## config.mk

```make
export PLATFORM = sky130hd
export DESIGN_NAME = nest_irq_ctrl
export DESIGN_NICKNAME = d
export VERILOG_FILES = /design/src/rtl/nirq_pkg.sv /design/src/rtl/nirq_pend.sv /design/src/rtl/nirq_pick.sv /design/src/rtl/nirq_mstack.sv /design/src/rtl/nest_irq_ctrl.sv
export SDC_FILE = /design/constraint.sdc
export NUM_CORES = 1
export LEC_CHECK = 0
export ABC_AREA = 0
export CAP_MARGIN = 20
export CORE_ASPECT_RATIO = 0.75
export CORE_MARGIN = 2
export CORE_UTILIZATION = 35
export CTS_CLUSTER_DIAMETER = 80
export CTS_CLUSTER_SIZE = 25
export DETAILED_ROUTE_END_ITERATION = 6
export SLEW_MARGIN = 15
export SYNTH_ARGS = -nofsm -noshare
export SYNTH_HDL_FRONTEND = slang
export SYNTH_SLANG_ARGS = --single-unit
```

## constraint.sdc

```tcl
create_clock -name clk -period 2.1 [get_ports clk]
set_clock_uncertainty 0.2 [all_clocks]
set_input_delay 0.42 -clock clk [delete_from_list [all_inputs] [get_ports clk]]
set_output_delay 0.42 -clock clk [all_outputs]
set_load 0.02 [all_outputs]
```

## src/rtl/nirq_pkg.sv

```systemverilog
package nirq_pkg;
  localparam int LVL_W = 3;
  typedef logic [LVL_W-1:0] lvl_t;
  // Mask value that admits levels 0..6 and reset value of every level.
  localparam lvl_t LVL_OPEN = '1;
endpackage

```

## src/rtl/nirq_pend.sv

```systemverilog
module nirq_pend #(
  parameter int N  = 8,
  parameter int IW = 3
) (
  input  logic          clk,
  input  logic          rst_n,
  input  logic [N-1:0]  irq_req,
  input  logic          take,
  input  logic [IW-1:0] take_idx,
  output logic [N-1:0]  pend_o
);
  logic [N-1:0] pend_q;
  logic [N-1:0] pend_d;
  logic [N-1:0] clr;

  always_comb begin
    clr = '0;
    if (take) clr[take_idx] = 1'b1;
    // a request high in the accept cycle re-arms the bit
    pend_d = irq_req | (pend_q & ~clr);
  end

  always_ff @(posedge clk or negedge rst_n) begin
    if (!rst_n) pend_q <= '0;
    else        pend_q <= pend_d;
  end

  assign pend_o = pend_q;
endmodule

```

## src/rtl/nirq_pick.sv

```systemverilog
module nirq_pick
  import nirq_pkg::*;
#(
  parameter int N  = 8,
  parameter int IW = 3
) (
  input  logic [N-1:0]  pend_i,
  input  lvl_t [N-1:0]  lvl_i,
  input  lvl_t          mask_i,
  output logic          hit_o,
  output logic [IW-1:0] idx_o,
  output lvl_t          lvl_o
);
  always_comb begin
    hit_o = 1'b0;
    idx_o = '0;
    lvl_o = LVL_OPEN;
    // strict compare keeps the lowest index on a level tie
    for (int i = 0; i < N; i++) begin
      if (pend_i[i] && (lvl_i[i] < mask_i) && (!hit_o || (lvl_i[i] < lvl_o))) begin
        hit_o = 1'b1;
        idx_o = IW'(i);
        lvl_o = lvl_i[i];
      end
    end
  end
endmodule

```

## src/rtl/nirq_mstack.sv

```systemverilog
module nirq_mstack
  import nirq_pkg::*;
#(
  parameter int DEPTH = 8
) (
  input  logic clk,
  input  logic rst_n,
  input  logic push,
  input  logic pop,
  input  lvl_t load_lvl,
  output lvl_t mask_o,
  output logic ovf_o,
  output logic unf_o
);
  localparam int CW = $clog2(DEPTH + 1);
  localparam int AW = (DEPTH > 1) ? $clog2(DEPTH) : 1;

  lvl_t          stk_q [DEPTH];
  lvl_t          mask_q, mask_d;
  logic [CW-1:0] cnt_q, cnt_d, cnt_dec;
  logic          ovf_q, ovf_d, unf_q, unf_d;
  logic          wr_en;
  logic [AW-1:0] wr_ptr, rd_ptr;
  logic          full, empty;

  assign full    = (cnt_q == CW'(DEPTH));
  assign empty   = (cnt_q == '0);
  assign cnt_dec = cnt_q - CW'(1);
  assign rd_ptr  = AW'(cnt_dec);
  assign wr_ptr  = AW'(cnt_q);

  always_comb begin
    mask_d = mask_q;
    cnt_d  = cnt_q;
    ovf_d  = ovf_q;
    unf_d  = unf_q;
    wr_en  = 1'b0;
    if (pop) begin
      if (!empty) begin
        cnt_d  = cnt_dec;
        mask_d = stk_q[rd_ptr];
      end else begin
        unf_d = 1'b1;
      end
    end else if (push) begin
      if (!full) begin
        wr_en = 1'b1;
        cnt_d = cnt_q + CW'(1);
      end else begin
        ovf_d = 1'b1;
      end
      mask_d = load_lvl;
    end
  end

  always_ff @(posedge clk or negedge rst_n) begin
    if (!rst_n) begin
      mask_q <= LVL_OPEN;
      cnt_q  <= '0;
      ovf_q  <= 1'b0;
      unf_q  <= 1'b0;
    end else begin
      mask_q <= mask_d;
      cnt_q  <= cnt_d;
      ovf_q  <= ovf_d;
      unf_q  <= unf_d;
    end
  end

  // storage without reset: an entry is read only after it was written
  always_ff @(posedge clk) begin
    if (wr_en) stk_q[wr_ptr] <= mask_q;
  end

  assign mask_o = mask_q;
  assign ovf_o  = ovf_q;
  assign unf_o  = unf_q;
endmodule

```

## src/rtl/nest_irq_ctrl.sv

```systemverilog
module nest_irq_ctrl
  import nirq_pkg::*;
#(
  parameter int  N_SRC     = 8,
  parameter int  STK_DEPTH = 8,
  localparam int IW        = (N_SRC > 1) ? $clog2(N_SRC) : 1
) (
  input  logic             clk,
  input  logic             rst_n,
  input  logic [N_SRC-1:0] irq_req,
  input  logic             gie,
  input  logic             xfer_busy,
  input  logic             reti,
  input  logic             cfg_we,
  input  logic [IW-1:0]    cfg_idx,
  input  logic [LVL_W-1:0] cfg_lvl,
  output logic             ack,
  output logic [IW-1:0]    ack_idx,
  output logic [LVL_W-1:0] cur_mask,
  output logic             stk_ovf,
  output logic             stk_unf
);
  logic [1:0]         rsync_q;
  logic               rst_ni;
  lvl_t [N_SRC-1:0]   lvl_q;
  logic [N_SRC-1:0]   pend;
  logic               hit;
  logic [IW-1:0]      win_idx;
  lvl_t               win_lvl;
  lvl_t               mask;
  logic               accept;
  logic               ack_q;
  logic [IW-1:0]      idx_q, idx_d;

  // reset asserts at once, leaves after two clean edges
  always_ff @(posedge clk or negedge rst_n) begin
    if (!rst_n) rsync_q <= 2'b00;
    else        rsync_q <= {rsync_q[0], 1'b1};
  end
  assign rst_ni = rsync_q[1];

  for (genvar g = 0; g < N_SRC; g++) begin : g_lvl
    logic lvl_en;
    assign lvl_en = cfg_we && (cfg_idx == IW'(g));
    always_ff @(posedge clk or negedge rst_ni) begin
      if (!rst_ni)     lvl_q[g] <= LVL_OPEN;
      else if (lvl_en) lvl_q[g] <= cfg_lvl;
    end
  end

  nirq_pend #(.N(N_SRC), .IW(IW)) u_pend (
    .clk      (clk),
    .rst_n    (rst_ni),
    .irq_req  (irq_req),
    .take     (accept),
    .take_idx (win_idx),
    .pend_o   (pend)
  );

  nirq_pick #(.N(N_SRC), .IW(IW)) u_pick (
    .pend_i (pend),
    .lvl_i  (lvl_q),
    .mask_i (mask),
    .hit_o  (hit),
    .idx_o  (win_idx),
    .lvl_o  (win_lvl)
  );

  // a return in the same cycle wins over any accept
  assign accept = hit && gie && !xfer_busy && !reti;

  nirq_mstack #(.DEPTH(STK_DEPTH)) u_stk (
    .clk      (clk),
    .rst_n    (rst_ni),
    .push     (accept),
    .pop      (reti),
    .load_lvl (win_lvl),
    .mask_o   (mask),
    .ovf_o    (stk_ovf),
    .unf_o    (stk_unf)
  );

  always_comb begin
    idx_d = idx_q;
    if (accept) idx_d = win_idx;
  end

  always_ff @(posedge clk or negedge rst_ni) begin
    if (!rst_ni) begin
      ack_q <= 1'b0;
      idx_q <= '0;
    end else begin
      ack_q <= accept;
      idx_q <= idx_d;
    end
  end

  assign ack      = ack_q;
  assign ack_idx  = idx_q;
  assign cur_mask = mask;
endmodule

```

==> impl_summary.txt, run 1 <==
----------------------------------------------------
[Cells and area]
  Multi-input logic area ... 2960 um2
  Filler cell count in the final layout ... 1,006
  Final net count ... 712
  Number of standard cells in the layout, taps in and fillers out ... 834
  Final core utilization ... 59.7%
  Post-synthesis to final-layout area growth ... 64.4%
  Antenna diode count ... 0
  Final standard cell area without fillers ... 7430 um2
  Layout cell share with drive strength beyond 1 ... 53.9%
  Total area of sequential cells ... 1930 um2

[Placed design]
  DP Worst Slack ... -7970 ps
  I/O Buffers ... 28
  Placement-stage cell area ... 6220 um2
  Placed insts ... 762
  Final GP Congestion ... 0.952
  HPWL reported at the end of detailed placement ... 10,100 um

[Synthesis]
  Number of enable-type register cells in the synthesized netlist ... 24
  Mean post-synth cell area ... 10.5 um2
  Mapped Nets ... 478
  Leading register cell type out of synthesis ... sky130_fd_sc_hd__dfstp_2
  Total number of yosys warnings ... 0
  Cell taking the most area after synthesis ... sky130_fd_sc_hd__edfxtp_1
  Post-Synthesis Cell Area ... 4520 um2
  Part of the Yosys area used for sequential elements ... 42.8%
  Share of synthesized registers carrying an async set or reset ... 66.2%
  Yosys reg bits ... 71
  Ranking of synthesized cells by area ... sky130_fd_sc_hd__edfxtp_1 16%, sky130_fd_sc_hd__dfstp_2 16%, sky130_fd_sc_hd__dfrtp_1 11%, sky130_fd_sc_hd__ha_1 8.0%, sky130_fd_sc_hd__mux2_2 6.0%
  Synth unique cells ... 72
  Number of instances in the synthesized netlist ... 429
  Top cell type's share of synthesized area ... 16.0%

[Floorplanning]
  Width of the die ... 135 um
  Starting Density ... 36.3%
  Die H ... 102 um
  Full die area ... 13,800 um2
  Number of placement rows ... 35
  Number of top-level pins ... 29
  Area of the core ... 12,400 um2

[Timing]
  Number of pins with negative max-slew slack in the final report ... 0
  Final period utilization ... 485%
  Tmin final ... 10,180 ps
  Fmax ... 0.0983 GHz
  Measured slew at the worst slew-check pin ... 498 ps
  Setup ws final ... -8080 ps
  Final setup viols ... 44
  Max-slew headroom at the worst pin ... 66.5%
  Setup repair after global routing missed its margin ... true
  Final hold violation count ... 0

[GRT]
  Overall global routing resource usage ... 20.7%
  Busiest layer in global routing ... met2
  Global routing usage on met1 ... 29.1%
  Pin count of the biggest net entering global routing ... 20
  Met2 GRT Util ... 33.0%
  GR Overflow Total ... 0
  Vias in the first global route ... 4,132
  First-pass GRT wire length ... 21,600 um
  Antenna violations before repair ... 0
  M3 GR Usage ... 3.87%

[Hold path]
  Worst min-delay path category ... in2async

[Routing]
  Avg Vias per Cell ... 5.21
  Drt pass-1 iters ... 5
  Initial DRC count ... 256
  Routed wire per std cell ... 17.4 um
  Residual antenna-violating net count after detailed routing ... 0
  Total vias in the final route ... 4,346
  Residual DRC ... 0
  Wire length reported by the detailed router ... 14,500 um

[Clock network]
  Latest clock arrival within the worst-skew pair ... 350 ps
  Clock edge transition at the registers on the reported setup and hold paths ... 60 ps
  CTS HTree Levels ... 3
  Total clock sinks ... 71
  Max Root-Sink Buffers ... 2
  Root buf cell ... sky130_fd_sc_hd__clkbuf_16
  TritonCTS clock tree ... built
  TritonCTS Buffers ... 9

[Worst setup path]
  Critical path's largest stage delay ... 560 ps
  Highest-delay cell along the critical path ... sky130_fd_sc_hd__dfstp_2
  Worst path required time ... 2180 ps
  Arrival @ worst endpoint ... 10,250 ps
  Worst setup EP type ... flop
  Startpoint types ... flop
  Setup Crit Path Kind ... reg2reg
  Maximum fanout along the worst path ... 4

[Run status]
  Result of the run ... complete, but fails checks
  Failing checks ... setup timing

[Job]
  Max-cap violations ... 0

----------------------------------------------------
-- worst paths after layout --
kind | startpoint | end | slack, ps | cells past startpoint
max | u_stk.mask_o[2] | u_stk.mask_o[2] | -8080 | 55
max reg2reg | u_stk.mask_o[2] | u_stk.mask_o[2] | -8080 | 55
min reg2reg | rsync_q[0] | rsync_q[1] | 150 | 0
max in group asynchronous | rsync_q[1] | u_pend.pend_o[6] | 790 | 1
min | rst_n | rsync_q[0] | 30 | 1
min in group clk | rsync_q[0] | rsync_q[1] | 150 | 0
-- synth_stat cells, drive strengths merged, types with 3 or more instances --
cell type,n
nor2,34
a211oi,4
and4,3
a31oi,6
a21o,7
dfrtp,20
mux2i,6
nor2b,10
and2,4
o211ai,4
o21a,4
nand3b,6
nand3,3
edfxtp,24
o22ai,5
inv,25
nor3b,3
nand4b,4
nand2,36
a21boi,5
a21oi,19
mux2,25
mux4,6
nor3,12
clkbuf,5
ha,29
nand2b,16
o21ai,27
a211o,5
xnor2,3
dfstp,27
and3,3
a31o,4
-- what timing repair did --
item,in CTS,in global routing
resized for setup,40,61
buffers inserted,31,31
hold endpoints to repair,3,0
hold buffers,2,0
pin swaps,37,36
setup endpoints to repair,47,45
-- sequential cells by signal, summed over array words and instances, names as in the netlist --
| register | cells |
|---|---|
| u_pend.pend_o | 8 |
| u_stk.unf_o | 1 |
| ack_idx | 3 |
| rsync_q | 2 |
| u_stk.ovf_o | 1 |
| lvl_q | 24 |
| u_stk.cnt_q | 4 |
| u_stk.mask_o | 3 |
| u_stk.stk_q | 24 |
| ack | 1 |
-- cells in the final DEF (no fill, tap or decap), types with 4 or more instances in the layout --
master and instances:
sky130_fd_sc_hd__nor2_4 4, sky130_fd_sc_hd__ha_4 8, sky130_fd_sc_hd__a211o_1 5, sky130_fd_sc_hd__a21oi_2 6
sky130_fd_sc_hd__inv_1 19, sky130_fd_sc_hd__clkdlybuf4s50_1 25, sky130_fd_sc_hd__o21ai_0 14, sky130_fd_sc_hd__o21ai_2 5
sky130_fd_sc_hd__nand2b_1 15, sky130_fd_sc_hd__nand4b_1 4, sky130_fd_sc_hd__clkbuf_16 9, sky130_fd_sc_hd__ha_1 19
sky130_fd_sc_hd__nor2b_1 5, sky130_fd_sc_hd__buf_4 182, sky130_fd_sc_hd__nor3_1 5, sky130_fd_sc_hd__nor2_1 27
sky130_fd_sc_hd__edfxtp_1 24, sky130_fd_sc_hd__mux4_2 6, sky130_fd_sc_hd__a21o_1 7, sky130_fd_sc_hd__o21ai_1 6
sky130_fd_sc_hd__mux2_2 22, sky130_fd_sc_hd__a21oi_1 10, sky130_fd_sc_hd__dfrtp_1 19, sky130_fd_sc_hd__dfstp_2 27
sky130_fd_sc_hd__nand2_1 28, sky130_fd_sc_hd__nand2_4 4, sky130_fd_sc_hd__nand3b_1 6, sky130_fd_sc_hd__nor2b_4 4
sky130_fd_sc_hd__o22ai_1 5, sky130_fd_sc_hd__o21a_1 4, sky130_fd_sc_hd__nor3_4 6, sky130_fd_sc_hd__a31oi_1 4
sky130_fd_sc_hd__buf_6 14
-- cell type report --
cell class,instances,area share [%]
multi-input combinational,327,39.8
sequential,71,26.0
timing repair buffer,229,25.3
clock buffer,9,3.03
tap,166,2.80
clock inverter,7,1.72
inverter,25,1.36
-- cells by family after synthesis --
group / count (synthesis) / share of synthesized area [%]
buf+inv: 31 / 2.58
fa+ha+maj: 30 / 8.28
simple gates: 145 / 17.1
other cells: 1 / 0.0830
flops: 71 / 42.8
compound gates: 109 / 17.5
xor+xnor: 5 / 0.970
mux: 37 / 10.7
-- critical path: cells and delay by family, from the launching register on --
kind | cells | cell delay [ps]
buf+inv | 6 | 530
fa+ha+maj | 8 | 2160
flops | 1 | 560
compound gates | 24 | 4040
mux | 3 | 800
simple gates | 14 | 1760
-- stage by stage --
| stage | TNS, ps | hold WS (ps) |
|---|---|---|
| after detailed placement | -173230 | -11.4 |
| after floorplan | -145380 | -75.6 |
| after CTS | -169920 | 28.6 |
| final | -180670 | 34.6 |
| after global routing | -190720 | 29.0 |
| after global placement | -167080 | -16.6 |
-- layer usage --
layer	vias to the layer above	wire [um]
met2	121	6780
met4	0	233
met1	2132	6830
met3	21	640
li1	2072	-
met5	-	0
Power of run 1 is not shown: default switching activity piles up to over one toggle a cycle in this logic, so the estimate is an artifact.
==> inputs of run 2 (changes only) <==
clock period = 9.75 ns   (was 2.1 ns; I/O delays follow)
==> impl_summary.txt, run 2 (synthesis gave the netlist of run 1 again) <==
----------------------------------------------------
[Run status]
  Result of the run ... complete, but fails checks
  Failing checks ... setup timing

[Floorplanning]
  Width of the die ... 135 um (unchanged)
  Full die area ... 13,800 um2 (unchanged)
  Starting Density ... 36.3% (unchanged)
  Die H ... 102 um (unchanged)
  Number of top-level pins ... 29 (unchanged)
  Number of placement rows ... 35 (unchanged)
  Area of the core ... 12,400 um2 (unchanged)

[Worst setup path]
  Cell type with the highest occurrence count on the critical path ... sky130_fd_sc_hd__ha_4
  Launch point of the worst reg-to-reg path ... u_stk.mask_o[2]
  Startpoint types ... flop
  Worst setup EP type ... flop
  Total stage count of the critical path ... 54 (-1.8%)
  Maximum fanout along the worst path ... 5 (+1)
  CP startpoint ... u_stk.mask_o[2]
  Arrival @ worst endpoint ... 10,020 ps (-230 ps)
  Highest-delay cell along the critical path ... sky130_fd_sc_hd__dfstp_2
  Reg2reg setup slack ... -210 ps (+7860 ps)
  Worst setup path end ... u_stk.mask_o[1]
  Buf+Inv Stages, Crit Path ... 4 (-2)
  Critical path's largest stage delay ... 560 ps (about the same)
  Worst path required time ... 9810 ps (+7630 ps)
  Top cell family by delay on the critical path ... compound AO/OA/AOI/OAI gates
  Terminus of the critical flop-to-flop path ... u_stk.mask_o[1]
  Worst-case reg-to-reg path depth ... 54 (-1.8%)
  Setup Crit Path Kind ... reg2reg

[Cells and area]
  Filler cell count in the final layout ... 1,124 (+12%)
  Antenna diode count ... 0 (unchanged)
  Final net count ... 596 (-16%)
  Layout cell share with drive strength beyond 1 ... 41.1% (-13 points)
  Final core utilization ... 50.2% (-9.5 points)
  Post-synthesis to final-layout area growth ... 38.2%
  Leading cell types in the layout, fill and taps excluded ... 82 x sky130_fd_sc_hd__buf_4, 33 x sky130_fd_sc_hd__nand2_1, 28 x sky130_fd_sc_hd__clkdlybuf4s50_1
  Commonest non-fill, non-tap cell in the layout ... sky130_fd_sc_hd__buf_4

[Routing]
  Avg Vias per Cell ... 5.29 (+1.6%)
  Residual antenna-violating net count after detailed routing ... 0 (unchanged)
  Wire length reported by the detailed router ... 12,300 um (-15%)
  Initial DRC count ... 294 (+15%)
  Drt pass-1 iters ... 4 (-1)
  Residual DRC ... 0 (unchanged)
  Total vias in the final route ... 3,800 (-13%)
  Routed wire per std cell ... 17.1 um (-1.5%)

[Clock network]
  Hold Buf Count CTS ... 0 (-2)
  Clock edge transition at the registers on the reported setup and hold paths ... 60 ps (about the same)
  Total clock sinks ... 71 (unchanged)
  Max Root-Sink Buffers ... 2 (unchanged)
  Latest clock arrival within the worst-skew pair ... 350 ps (about the same)
  TritonCTS clock tree ... built
  Root buf cell ... sky130_fd_sc_hd__clkbuf_16
  CTS HTree Levels ... 3 (unchanged)
  TritonCTS Buffers ... 9 (unchanged)

[Placed design]
  HPWL reported at the end of detailed placement ... 8980 um (-11%)
  Final GP Congestion ... 0.894 (-6.1%)
  I/O Buffers ... 28 (unchanged)

[Job]
  Max-cap violations ... 0 (unchanged)

[Timing]
  Final period utilization ... 102% (-380 points)
  Final setup viols ... 10 (-77%)
  Fmax ... 0.100 GHz (+2.1%)
  Tmin final ... 9960 ps (-212 ps)
  Setup repair after global routing missed its margin ... true
  Max-slew headroom at the worst pin ... 41.6% (-25 points)
  Measured slew at the worst slew-check pin ... 870 ps (+372 ps)
  Setup ws final ... -213 ps (+7860 ps)
  Number of pins with negative max-slew slack in the final report ... 0 (unchanged)
  Total Neg Setup Slack ... -1090 ps (+179,580 ps)
  Final hold violation count ... 0 (unchanged)

[GRT]
  Vias in the first global route ... 3,761 (-9.0%)
  GR Overflow Total ... 0 (unchanged)
  Antenna violations before repair ... 0 (unchanged)
  First-pass GRT wire length ... 19,600 um (-9.1%)
  Overall global routing resource usage ... 18.7% (-2.0 points)
  Pin count of the biggest net entering global routing ... 46 (+130%)

[Hold path]
  Worst min-delay path category ... reg2reg

----------------------------------------------------
-- run 2: worst min-delay path by stage --
stage	depth (start not counted)	to	from	slack (ps)
floorplan	0	rsync_q[1]	rsync_q[0]	130
global placement	0	rsync_q[1]	rsync_q[0]	140
detailed placement	0	rsync_q[1]	rsync_q[0]	140
CTS	0	rsync_q[1]	rsync_q[0]	160
global route	0	rsync_q[1]	rsync_q[0]	170
finish	0	rsync_q[1]	rsync_q[0]	160
-- run 2: what timing repair did --
| item | in CTS | in global routing |
|---|---|---|
| resized for setup | 18 | 21 |
| buffers inserted | 20 | 8 |
| pin swaps | 38 | 30 |
| endpoints found under the setup margin | 13 | 14 |
-- run 2: routing by layer --
layer | up-vias | GRT usage [%] | share of wire [%]
met5 | - | 0 | 0
li1 | 1837 | - | -
met1 | 1891 | 25.1 | 47
met3 | 12 | 4.17 | 4.3
met4 | 0 | 4.97 | 1.0
met2 | 60 | 31.0 | 48
-- run 2: metrics by stage --
step / hold WS [ps] / setup slack (ps) / std cells / area [um2]
after floorplan: 131 / -329 / 429 / 4660
after CTS: 162 / -155 / 709 / 6050
final: 159 / -213 / 718 / 6240
after detailed placement: 137 / -362 / 673 / 5540
after global placement: 141 / -59.4 / 673 / 5540
after global routing: 169 / -690 / 718 / 6240
-- run 2: final cells by class --
cell class	instances	area [um2]	share of cell area [%]
repair buffers	113	938	15.0
flip-flops and latches	71	1930	30.9
multi-input cells	327	2780	44.5
clock buffers	9	225	3.61
clock inverters	7	62.6	1.00
inverters	25	101	1.62
well taps	166	208	3.33
-- run 2: worst reg2reg max path, delay by kind of cell, from the launching register on --
| kind | cells | cell delay (ps) |
|---|---|---|
| mux | 3 | 960 |
| compound gates | 25 | 4020 |
| buf+inv | 4 | 260 |
| fa+ha+maj | 8 | 2000 |
| flops | 1 | 560 |
| simple gates | 14 | 1890 |
Power of run 2 is left out for the same reason.
